===== src/rtl/dcb_pkg.sv =====
// Shared types for the deferred condition branch resolver.
// Assumes a 3-bit condition select: two flag bits plus one invert bit.
package dcb_pkg;

    localparam int SEL_W = 3;

    // Flag set produced by one compare subtraction
    typedef struct packed {
        logic z;
        logic n;
        logic c;
        logic v;
    } flags_t;

    // Which flag a compare nominates (select bits [1:0])
    typedef enum logic [1:0] {
        SRC_ZERO  = 2'b00,
        SRC_NEG   = 2'b01,
        SRC_CARRY = 2'b10,
        SRC_OVF   = 2'b11
    } flag_src_e;

endpackage


===== src/rtl/dcb_flag_gen.sv =====
// Compare subtractor: computes op_a - op_b and derives Z, N, C, V.
// C means "no borrow" (op_a >= op_b unsigned). Purely combinational;
// clk and rst_n only clock the local assertions.
module dcb_flag_gen #(
    parameter int DATA_W = 16
) (
    input  logic                clk,
    input  logic                rst_n,
    input  logic [DATA_W-1:0]   op_a,
    input  logic [DATA_W-1:0]   op_b,
    output dcb_pkg::flags_t     flags
);
    localparam int MSB = DATA_W - 1;

    logic [DATA_W:0]   sum_ext;
    logic [DATA_W-1:0] diff;

    // Subtract as a + ~b + 1 so the carry out is the no-borrow flag
    always_comb begin
        sum_ext = {1'b0, op_a} + {1'b0, ~op_b} + {{DATA_W{1'b0}}, 1'b1};
        diff    = sum_ext[MSB:0];
    end

    // Derive the four flags from the difference and operand signs
    always_comb begin
        flags.z = (diff == '0);
        flags.n = diff[MSB];
        flags.c = sum_ext[DATA_W];
        flags.v = (op_a[MSB] != op_b[MSB]) && (diff[MSB] != op_a[MSB]);
    end

    // zero flag agrees with a direct equality test of the operands
    assert_zero_equal_R3: assert property (@(posedge clk) disable iff (!rst_n)
        flags.z == (op_a == op_b));

    // no-borrow flag agrees with an unsigned magnitude comparison
    assert_carry_order_R3: assert property (@(posedge clk) disable iff (!rst_n)
        flags.c == (op_a >= op_b));

endmodule


===== src/rtl/dcb_cond_pick.sv =====
// Reduces the flag set to one bit as named by the compare's select
// field: bits [1:0] choose the flag, bit 2 inverts it. Combinational.
module dcb_cond_pick (
    input  dcb_pkg::flags_t             flags,
    input  logic [dcb_pkg::SEL_W-1:0]   sel,
    output logic                        pick
);
    import dcb_pkg::*;

    logic      raw;
    flag_src_e src;

    // Decode which flag the compare nominated
    always_comb begin
        src = flag_src_e'(sel[1:0]);
        unique case (src)
            SRC_ZERO:  raw = flags.z;
            SRC_NEG:   raw = flags.n;
            SRC_CARRY: raw = flags.c;
            SRC_OVF:   raw = flags.v;
            default:   raw = 1'b0;
        endcase
    end

    // Apply the optional complement
    always_comb pick = raw ^ sel[SEL_W-1];

endmodule


===== src/rtl/dcb_cond_reg.sv =====
// Single stored condition bit. It loads only on a compare and clears
// on synchronous active-low reset. Nothing else writes it.
module dcb_cond_reg (
    input  logic clk,
    input  logic rst_n,
    input  logic load,
    input  logic d,
    output logic q
);
    // Capture the selected condition on a compare, hold it otherwise
    always_ff @(posedge clk) begin
        if (!rst_n)    q <= 1'b0;
        else if (load) q <= d;
    end

    // the bit is clear in the first cycle after reset is released
    assert_reset_clear_R1: assert property (@(posedge clk)
        $rose(rst_n) |-> !q);

    // a compare's selected condition appears in the next cycle
    assert_load_capture_R2: assert property (@(posedge clk) disable iff (!rst_n)
        load |=> (q == $past(d)));

    // without a compare the bit keeps its value
    assert_hold_value_R5: assert property (@(posedge clk) disable iff (!rst_n)
        !load |=> $stable(q));

endmodule


===== src/rtl/dcb_pc_mux.sv =====
// Next-address selector. A jump always takes the target, and a
// conditional branch takes it only when the stored bit is set.
// Otherwise it falls through to pc + 1, wrapping. Combinational;
// clk and rst_n only clock the assertions.
module dcb_pc_mux #(
    parameter int ADDR_W = 16
) (
    input  logic              clk,
    input  logic              rst_n,
    input  logic [ADDR_W-1:0] pc,
    input  logic [ADDR_W-1:0] target,
    input  logic              cond_en,
    input  logic              jump_en,
    input  logic              cond_bit,
    output logic [ADDR_W-1:0] next_pc,
    output logic              taken
);
    logic [ADDR_W-1:0] fall_through;

    // Sequential successor, modulo the address width
    always_comb fall_through = pc + ADDR_W'(1);

    // Decide redirection: a jump overrides the stored bit
    always_comb taken = jump_en | (cond_en & cond_bit);

    // Select the fetch address for the next cycle
    always_comb next_pc = taken ? target : fall_through;

    // a jump always redirects to the target
    assert_jump_taken_R8: assert property (@(posedge clk) disable iff (!rst_n)
        jump_en |-> (taken && next_pc == target));

    // no strobe means no redirection
    assert_idle_seq_R10: assert property (@(posedge clk) disable iff (!rst_n)
        (!jump_en && !cond_en) |-> !taken);

    // a conditional branch with a clear bit never redirects
    assert_clear_nottaken_R6: assert property (@(posedge clk) disable iff (!rst_n)
        (cond_en && !jump_en && !cond_bit) |-> !taken);

endmodule


===== src/rtl/dcb_unit.sv =====
// Top level of the deferred condition branch resolver. A compare
// computes flags, picks one by its select field and stores it as one
// bit. A branch tests only that stored bit, and the next PC comes out
// in the same cycle. Assumes one instruction per cycle; compare and
// branch may coincide, in which case the branch sees the older bit.
module dcb_unit #(
    parameter int DATA_W = 16,
    parameter int ADDR_W = 16
) (
    input  logic                        clk,
    input  logic                        rst_n,
    input  logic                        cmp_valid,
    input  logic [DATA_W-1:0]           cmp_a,
    input  logic [DATA_W-1:0]           cmp_b,
    input  logic [dcb_pkg::SEL_W-1:0]   cmp_sel,
    input  logic [ADDR_W-1:0]           cur_pc,
    input  logic                        br_cond,
    input  logic                        br_jump,
    input  logic [ADDR_W-1:0]           br_target,
    output logic [ADDR_W-1:0]           next_pc,
    output logic                        br_taken,
    output logic                        cond_bit
);
    dcb_pkg::flags_t flags;
    logic            picked;

    dcb_flag_gen #(.DATA_W(DATA_W)) u_flags (
        .clk   (clk),
        .rst_n (rst_n),
        .op_a  (cmp_a),
        .op_b  (cmp_b),
        .flags (flags)
    );

    dcb_cond_pick u_pick (
        .flags (flags),
        .sel   (cmp_sel),
        .pick  (picked)
    );

    dcb_cond_reg u_cond (
        .clk   (clk),
        .rst_n (rst_n),
        .load  (cmp_valid),
        .d     (picked),
        .q     (cond_bit)
    );

    dcb_pc_mux #(.ADDR_W(ADDR_W)) u_pc (
        .clk      (clk),
        .rst_n    (rst_n),
        .pc       (cur_pc),
        .target   (br_target),
        .cond_en  (br_cond),
        .jump_en  (br_jump),
        .cond_bit (cond_bit),
        .next_pc  (next_pc),
        .taken    (br_taken)
    );

    // a branch alongside a compare follows the previously stored bit
    assert_old_bit_R9: assert property (@(posedge clk) disable iff (!rst_n)
        (cmp_valid && br_cond && !br_jump) |-> (br_taken == cond_bit));

    // the stored bit changes only in the cycle after a compare
    assert_change_after_cmp_R2: assert property (@(posedge clk) disable iff (!rst_n)
        (cond_bit != $past(cond_bit)) |-> $past(cmp_valid));

endmodule


===== config.mk =====
export PLATFORM = sky130hd
export DESIGN_NAME = dcb_unit
export DESIGN_NICKNAME = d
export VERILOG_FILES = /design/src/rtl/dcb_pkg.sv /design/src/rtl/dcb_flag_gen.sv /design/src/rtl/dcb_cond_pick.sv /design/src/rtl/dcb_cond_reg.sv /design/src/rtl/dcb_pc_mux.sv /design/src/rtl/dcb_unit.sv
export SDC_FILE = /design/constraint.sdc
export NUM_CORES = 1
export LEC_CHECK = 0
export BUFFER_PORTS_ARGS = -buffer_cell sky130_fd_sc_hd__buf_2
export CAP_MARGIN = 0
export CORE_UTILIZATION = 26
export DETAILED_ROUTE_END_ITERATION = 10
export GPL_ROUTABILITY_DRIVEN = 1
export PLACE_DENSITY = 0.61
export SYNTH_ARGS = -nofsm -noshare
export SYNTH_HDL_FRONTEND = slang
export SYNTH_HIERARCHICAL = 1
export SYNTH_SLANG_ARGS = --single-unit
export TNS_END_PERCENT = 10

===== constraint.sdc =====
create_clock -name clk -period 4.5 [get_ports clk]
set_input_delay 0.225 -clock clk [delete_from_list [all_inputs] [get_ports clk]]
set_output_delay 0.225 -clock clk [all_outputs]
set_load 0.02 [all_outputs]

## Word-level counts from Yosys, hierarchy flattened

Index checks and enable logic that the tools add are counted.

| word-level totals | value |
|---|---|
| latch bits | 0 |
| input port bits | 72 |
| output and inout bits | 18 |
| RAM bits | 0 |
| memories | 0 |
| logic and storage cells | 18 |
| memory bits (read-only) | 0 |
| register bits after elaboration | 1 |

| cells by class | value |
|---|---|
| reductions and logical operators | 3 |
| $add $sub $neg | 3 |
| $lt $le $gt $ge | 0 |
| $mul | 0 |
| equal/unequal tests | 5 |
| bitwise gates (word level) | 4 |
| shift-type cells | 0 |
| multiplexer cells | 2 |
| div/mod/pow operators | 0 |

Operators with widths:

| cell | count |
|---|---|
| $add A16 B16 Y17 | 1 |
| $add A17 B1 Y17 const B | 1 |
| $add A16 B1 Y16 const B | 1 |
| $logic_not A16 Y1 | 1 |
| $mux W16 | 1 |
| $not A16 Y16 | 1 |
| $eq A2 B2 Y1 const B | 2 |
| $pmux W1 S4 | 1 |
| $eq A2 B1 Y1 const B | 1 |
| $logic_not A2 Y1 | 1 |
| $ne A1 B1 Y1 | 2 |
| $and A1 B1 Y1 | 1 |
| $logic_and A1 B1 Y1 | 1 |
| $or A1 B1 Y1 | 1 |
| $xor A1 B1 Y1 | 1 |

## Depth between registers and ports, before layout

| depth | value |
|---|---|
| depth after elaboration | 7 |
| mapped depth | 15 |
| gate-level depth less buffers | 15 |

## Modules after synthesis

Netlist, hierarchy kept.

By module, submodules not included:

| module | area an instance (um2) | times used | cells each | sequential area each (um2) |
|---|---|---|---|---|
| dcb_flag_gen | 989.7 | 1 | 138 | 0.0 |
| dcb_pc_mux | 452.9 | 1 | 75 | 0.0 |
| dcb_cond_reg | 36.3 | 1 | 3 | 20.0 |
| dcb_cond_pick | 31.3 | 1 | 2 | 0.0 |

## Worst setup path after synthesis

OpenSTA, ideal clock, no wires.

| timing path | value |
|---|---|
| kind | in2reg |
| from | input cmp_a[0] |
| to | register u_cond.q |
| cell stages on the path | 14 |
| buffers on the path | 0 |
| library setup time | 0.065 ns |
| data arrival time | 3.175 ns |
| required time | 4.435 ns |
| setup slack | 1.260 ns |
| path through | inv_1 > ha_1 > fa_1 > o211ai_1 > or4_1 > a311o_1 > nor4_1 > nand4_1 > a311o_1 > nor4b_2 > mux4_2 > xor2_1 > mux2i_1 > nor2b_1 |

RTL lines:

| item | RTL line | source |
|---|---|---|
| start, declared | dcb_unit.sv:13 | `input logic [DATA_W-1:0] cmp_a,` |
| end signal, assigned | dcb_cond_reg.sv:12 | `if (!rst_n) q <= 1'b0;` |
| end signal, assigned | dcb_cond_reg.sv:13 | `else if (load) q <= d;` |
| end, declared | dcb_cond_reg.sv:8 | `output logic q` |

==> parameters.txt <==
Parameter                              Value

Status
  Result of the run ... complete, no violations

Routing
  Routed vias ... 1783
  Pre-antenna DRT Iters ... 4
  Final routed DRC violation total ... 0
  Total wirelength of the detailed-routed design ... 3.80 mm
  Mean number of vias per cell ... 4.81
  Post-detailed-route wirelength per cell ... 10.2 um
  Iter 0 DRT Violations ... 35
  Post-route antenna net violation count ... 0

Yosys
  Synthesis warning total ... 6
  Proportion of synthesized flip-flops having asynchronous set or reset ... 0%
  Syn Std Cell Area ... 1510 um2
  Most used DFF post-synth ... sky130_fd_sc_hd__dfxtp_1
  Proportion of synthesized chip area in sequential cells ... 1.33%
  Yosys cell types ... 55
  Mean cell area of the mapped netlist ... 6.93 um2
  Post-synthesis cell count ... 218
  Post-Synthesis Net Count ... 308
  #FFs+latches synth ... 1
  Number of enable flip-flop cells after synthesis ... 0

Pwr
  Maximum VDD drop ... 0.0428 mV
  Power density cells ... 124 nW/um2
  Sum of internal, switching and leakage power ... 0.245 mW
  Leakage Power ... 0.975 nW

Flow run
  Max-cap violation count ... 0

Worst hold path
  Class of the tightest hold or removal check ... in2reg

Layout
  Fraction of layout cells with a size suffix above 1 ... 34.4%
  Flip-flop count of the largest register, all copies and words added ... 1
  Commonest cells after routing, fill and taps aside ... sky130_fd_sc_hd__buf_2, sky130_fd_sc_hd__nand2_1, sky130_fd_sc_hd__inv_1
  Area added between synthesis and finish ... 31.0%
  Ant. Diodes ... 0
  Utilization after layout ... 35.7%
  Fin area ... 1980 um2
  Largest Register ... u_cond/q
  Largest registers ranked by flip-flop count ... u_cond/q x1
  Commonest non-fill, non-tap cell in the layout ... sky130_fd_sc_hd__buf_2
  Final net count ... 391

Setup path
  Worst EP required ... 4430 ps
  Kind of critical path ... in2reg
  Arr. time, crit path ... 3460 ps
  Category of the worst setup path launch point ... input pin
  Largest fanout on the critical path ... 3
  Sort of element at the end of the critical path ... register

Global route
  Number of antenna violations at the first check in global routing ... 0
  Overall routing resource usage ... 11.9%
  Met3 layer usage reported by global route ... 0.465%
  Met1 GRT Util ... 15.3%
  Met2 track demand over resource ... 23.0%
  GRT overflow ... 0
  Maximum number of pins on one net before global-route repair ... 33
  Wire length of the first global-routing pass ... 6.33 mm
  Vias in the first global route ... 1547
  Top Usage Layer GRT ... met2

Die
  Initial core utilization ... 27.3%
  Number of ports placed on the die boundary ... 90
  Die footprint ... 6120 um2
  Die width ... 78.2 um
  Die outline height ... 78.2 um
  Row Count ... 27
  Area of the placeable core ... 5540 um2

Clocking
  Clk_lat worst skew ... 0 ps
  Clock Pin Slew Worst Setup and Hold Paths ... 0 ps
  Number of setup buffers added after CTS ... 0
  Post-CTS Resized ... 0
  Cts hold-fix bufs ... 0

Timing
  Final hold violation count ... 0
  Number of setup violations in the final report ... 0
  Worst Tran Pin Value ... 778 ps
  Post-route minimum period ... 3530 ps
  Final-layout worst hold slack ... 440 ps
  Worst rel slew slack ... 48.1%
  Setup repair after global routing missed its margin ... false
  Number of max-slew violations in the final report ... 0
  Fraction of the cycle the final worst path needs ... 78.4%
  FMAX ... 0.283 GHz
  Clock Skews ... 0 ps
  Setup total negative slack ... 0 ps

Placement
  Post-place instance area ... 1980 um2
  Port Buffers ... 89
  Final RePlAce weighted congestion ... 0.826
  HPWL after DPL ... 3.33 mm
-- stage by stage --
stage | std cells | setup slack (ps)
global placement | 371 | 1000
finish | 371 | 972
CTS | 371 | 941
floorplan | 218 | 1260
detailed placement | 371 | 963
global route | 371 | 692
-- where the power goes --
| part | internal (mW) | total, mW | switching, mW |
|---|---|---|---|
| combinational | 0.105 | 0.234 | 0.129 |
| clock | 0 | 0 | 0 |
| sequential | 0.0101 | 0.0109 | 0.000801 |
| total | 0.115 | 0.245 | 0.130 |
-- layer usage --
layer	routed length (um)	vias up
met4	0	0
met1	1760	767
met3	218	0
met5	0	-
li1	-	954
met2	1820	62
-- synthesized netlist by cell type (2+ instances only) --
| library cell | instances | area share [%] |
|---|---|---|
| sky130_fd_sc_hd__xnor2_1 | 14 | 8.1 |
| sky130_fd_sc_hd__nor3b_1 | 2 | 0.99 |
| sky130_fd_sc_hd__nor4_2 | 3 | 2.5 |
| sky130_fd_sc_hd__nor2b_1 | 4 | 1.7 |
| sky130_fd_sc_hd__o211ai_1 | 4 | 2.0 |
| sky130_fd_sc_hd__mux2_2 | 2 | 1.5 |
| sky130_fd_sc_hd__a21o_1 | 2 | 0.99 |
| sky130_fd_sc_hd__nand3_1 | 8 | 2.7 |
| sky130_fd_sc_hd__a211oi_1 | 2 | 0.99 |
| sky130_fd_sc_hd__inv_1 | 24 | 6.0 |
| sky130_fd_sc_hd__nand4_1 | 4 | 1.7 |
| sky130_fd_sc_hd__nand2_1 | 29 | 7.2 |
| sky130_fd_sc_hd__a311o_1 | 2 | 1.3 |
| sky130_fd_sc_hd__o21ai_0 | 16 | 5.3 |
| sky130_fd_sc_hd__o211a_1 | 2 | 1.3 |
| sky130_fd_sc_hd__xor2_1 | 5 | 2.9 |
| sky130_fd_sc_hd__buf_4 | 2 | 0.99 |
| sky130_fd_sc_hd__clkbuf_1 | 2 | 0.50 |
| sky130_fd_sc_hd__nor2_1 | 10 | 2.5 |
| sky130_fd_sc_hd__mux2i_1 | 3 | 2.0 |
| sky130_fd_sc_hd__o21a_1 | 5 | 2.5 |
| sky130_fd_sc_hd__nor3_1 | 7 | 2.3 |
| sky130_fd_sc_hd__o21ai_1 | 5 | 1.7 |
| sky130_fd_sc_hd__nor4_1 | 3 | 1.2 |
| sky130_fd_sc_hd__a21oi_1 | 12 | 4.0 |
| sky130_fd_sc_hd__ha_1 | 17 | 14 |
-- final timing paths --
path / slack [ps] / startpoint / cells after the start / end
setup / recovery: 970 / cmp_a[0] / 15 / u_cond/q
hold / removal: 440 / rst_n / 2 / u_cond/q
setup reg to reg: 3910 / u_cond/q / 2 / u_cond/q
hold reg to reg: 530 / u_cond/q / 2 / u_cond/q
-- final cells by class --
class / count / area [um2]
timing repair buffer: 89 / 445
inverter: 24 / 90.1
fill: 596 / 3560
multi-input combinational: 185 / 1330
tap: 72 / 90.1
sequential: 1 / 20.0
-- critical path, stage by stage --
cell and delay (ps):
sky130_fd_sc_hd__buf_2 70, sky130_fd_sc_hd__inv_1 30, sky130_fd_sc_hd__ha_1 220, sky130_fd_sc_hd__fa_1 480, sky130_fd_sc_hd__o211ai_1 70, sky130_fd_sc_hd__or4_1 500, sky130_fd_sc_hd__a311o_1 280, sky130_fd_sc_hd__nor4_1 280
sky130_fd_sc_hd__nand4_1 130, sky130_fd_sc_hd__a311o_1 310, sky130_fd_sc_hd__nor4b_2 270, sky130_fd_sc_hd__mux4_2 270, sky130_fd_sc_hd__xor2_1 140, sky130_fd_sc_hd__mux2i_1 80, sky130_fd_sc_hd__nor2b_1 90
-- logic make-up after synthesis --
group	Yosys count	synth area share (%)
simple gates	79	28.6
buf+inv	32	10.4
mux	6	4.97
compound gates	62	27.2
xor+xnor	20	12.1
flops	1	1.33
fa+ha+maj	18	15.4
Note: power is estimated with default switching activity, not from simulation.
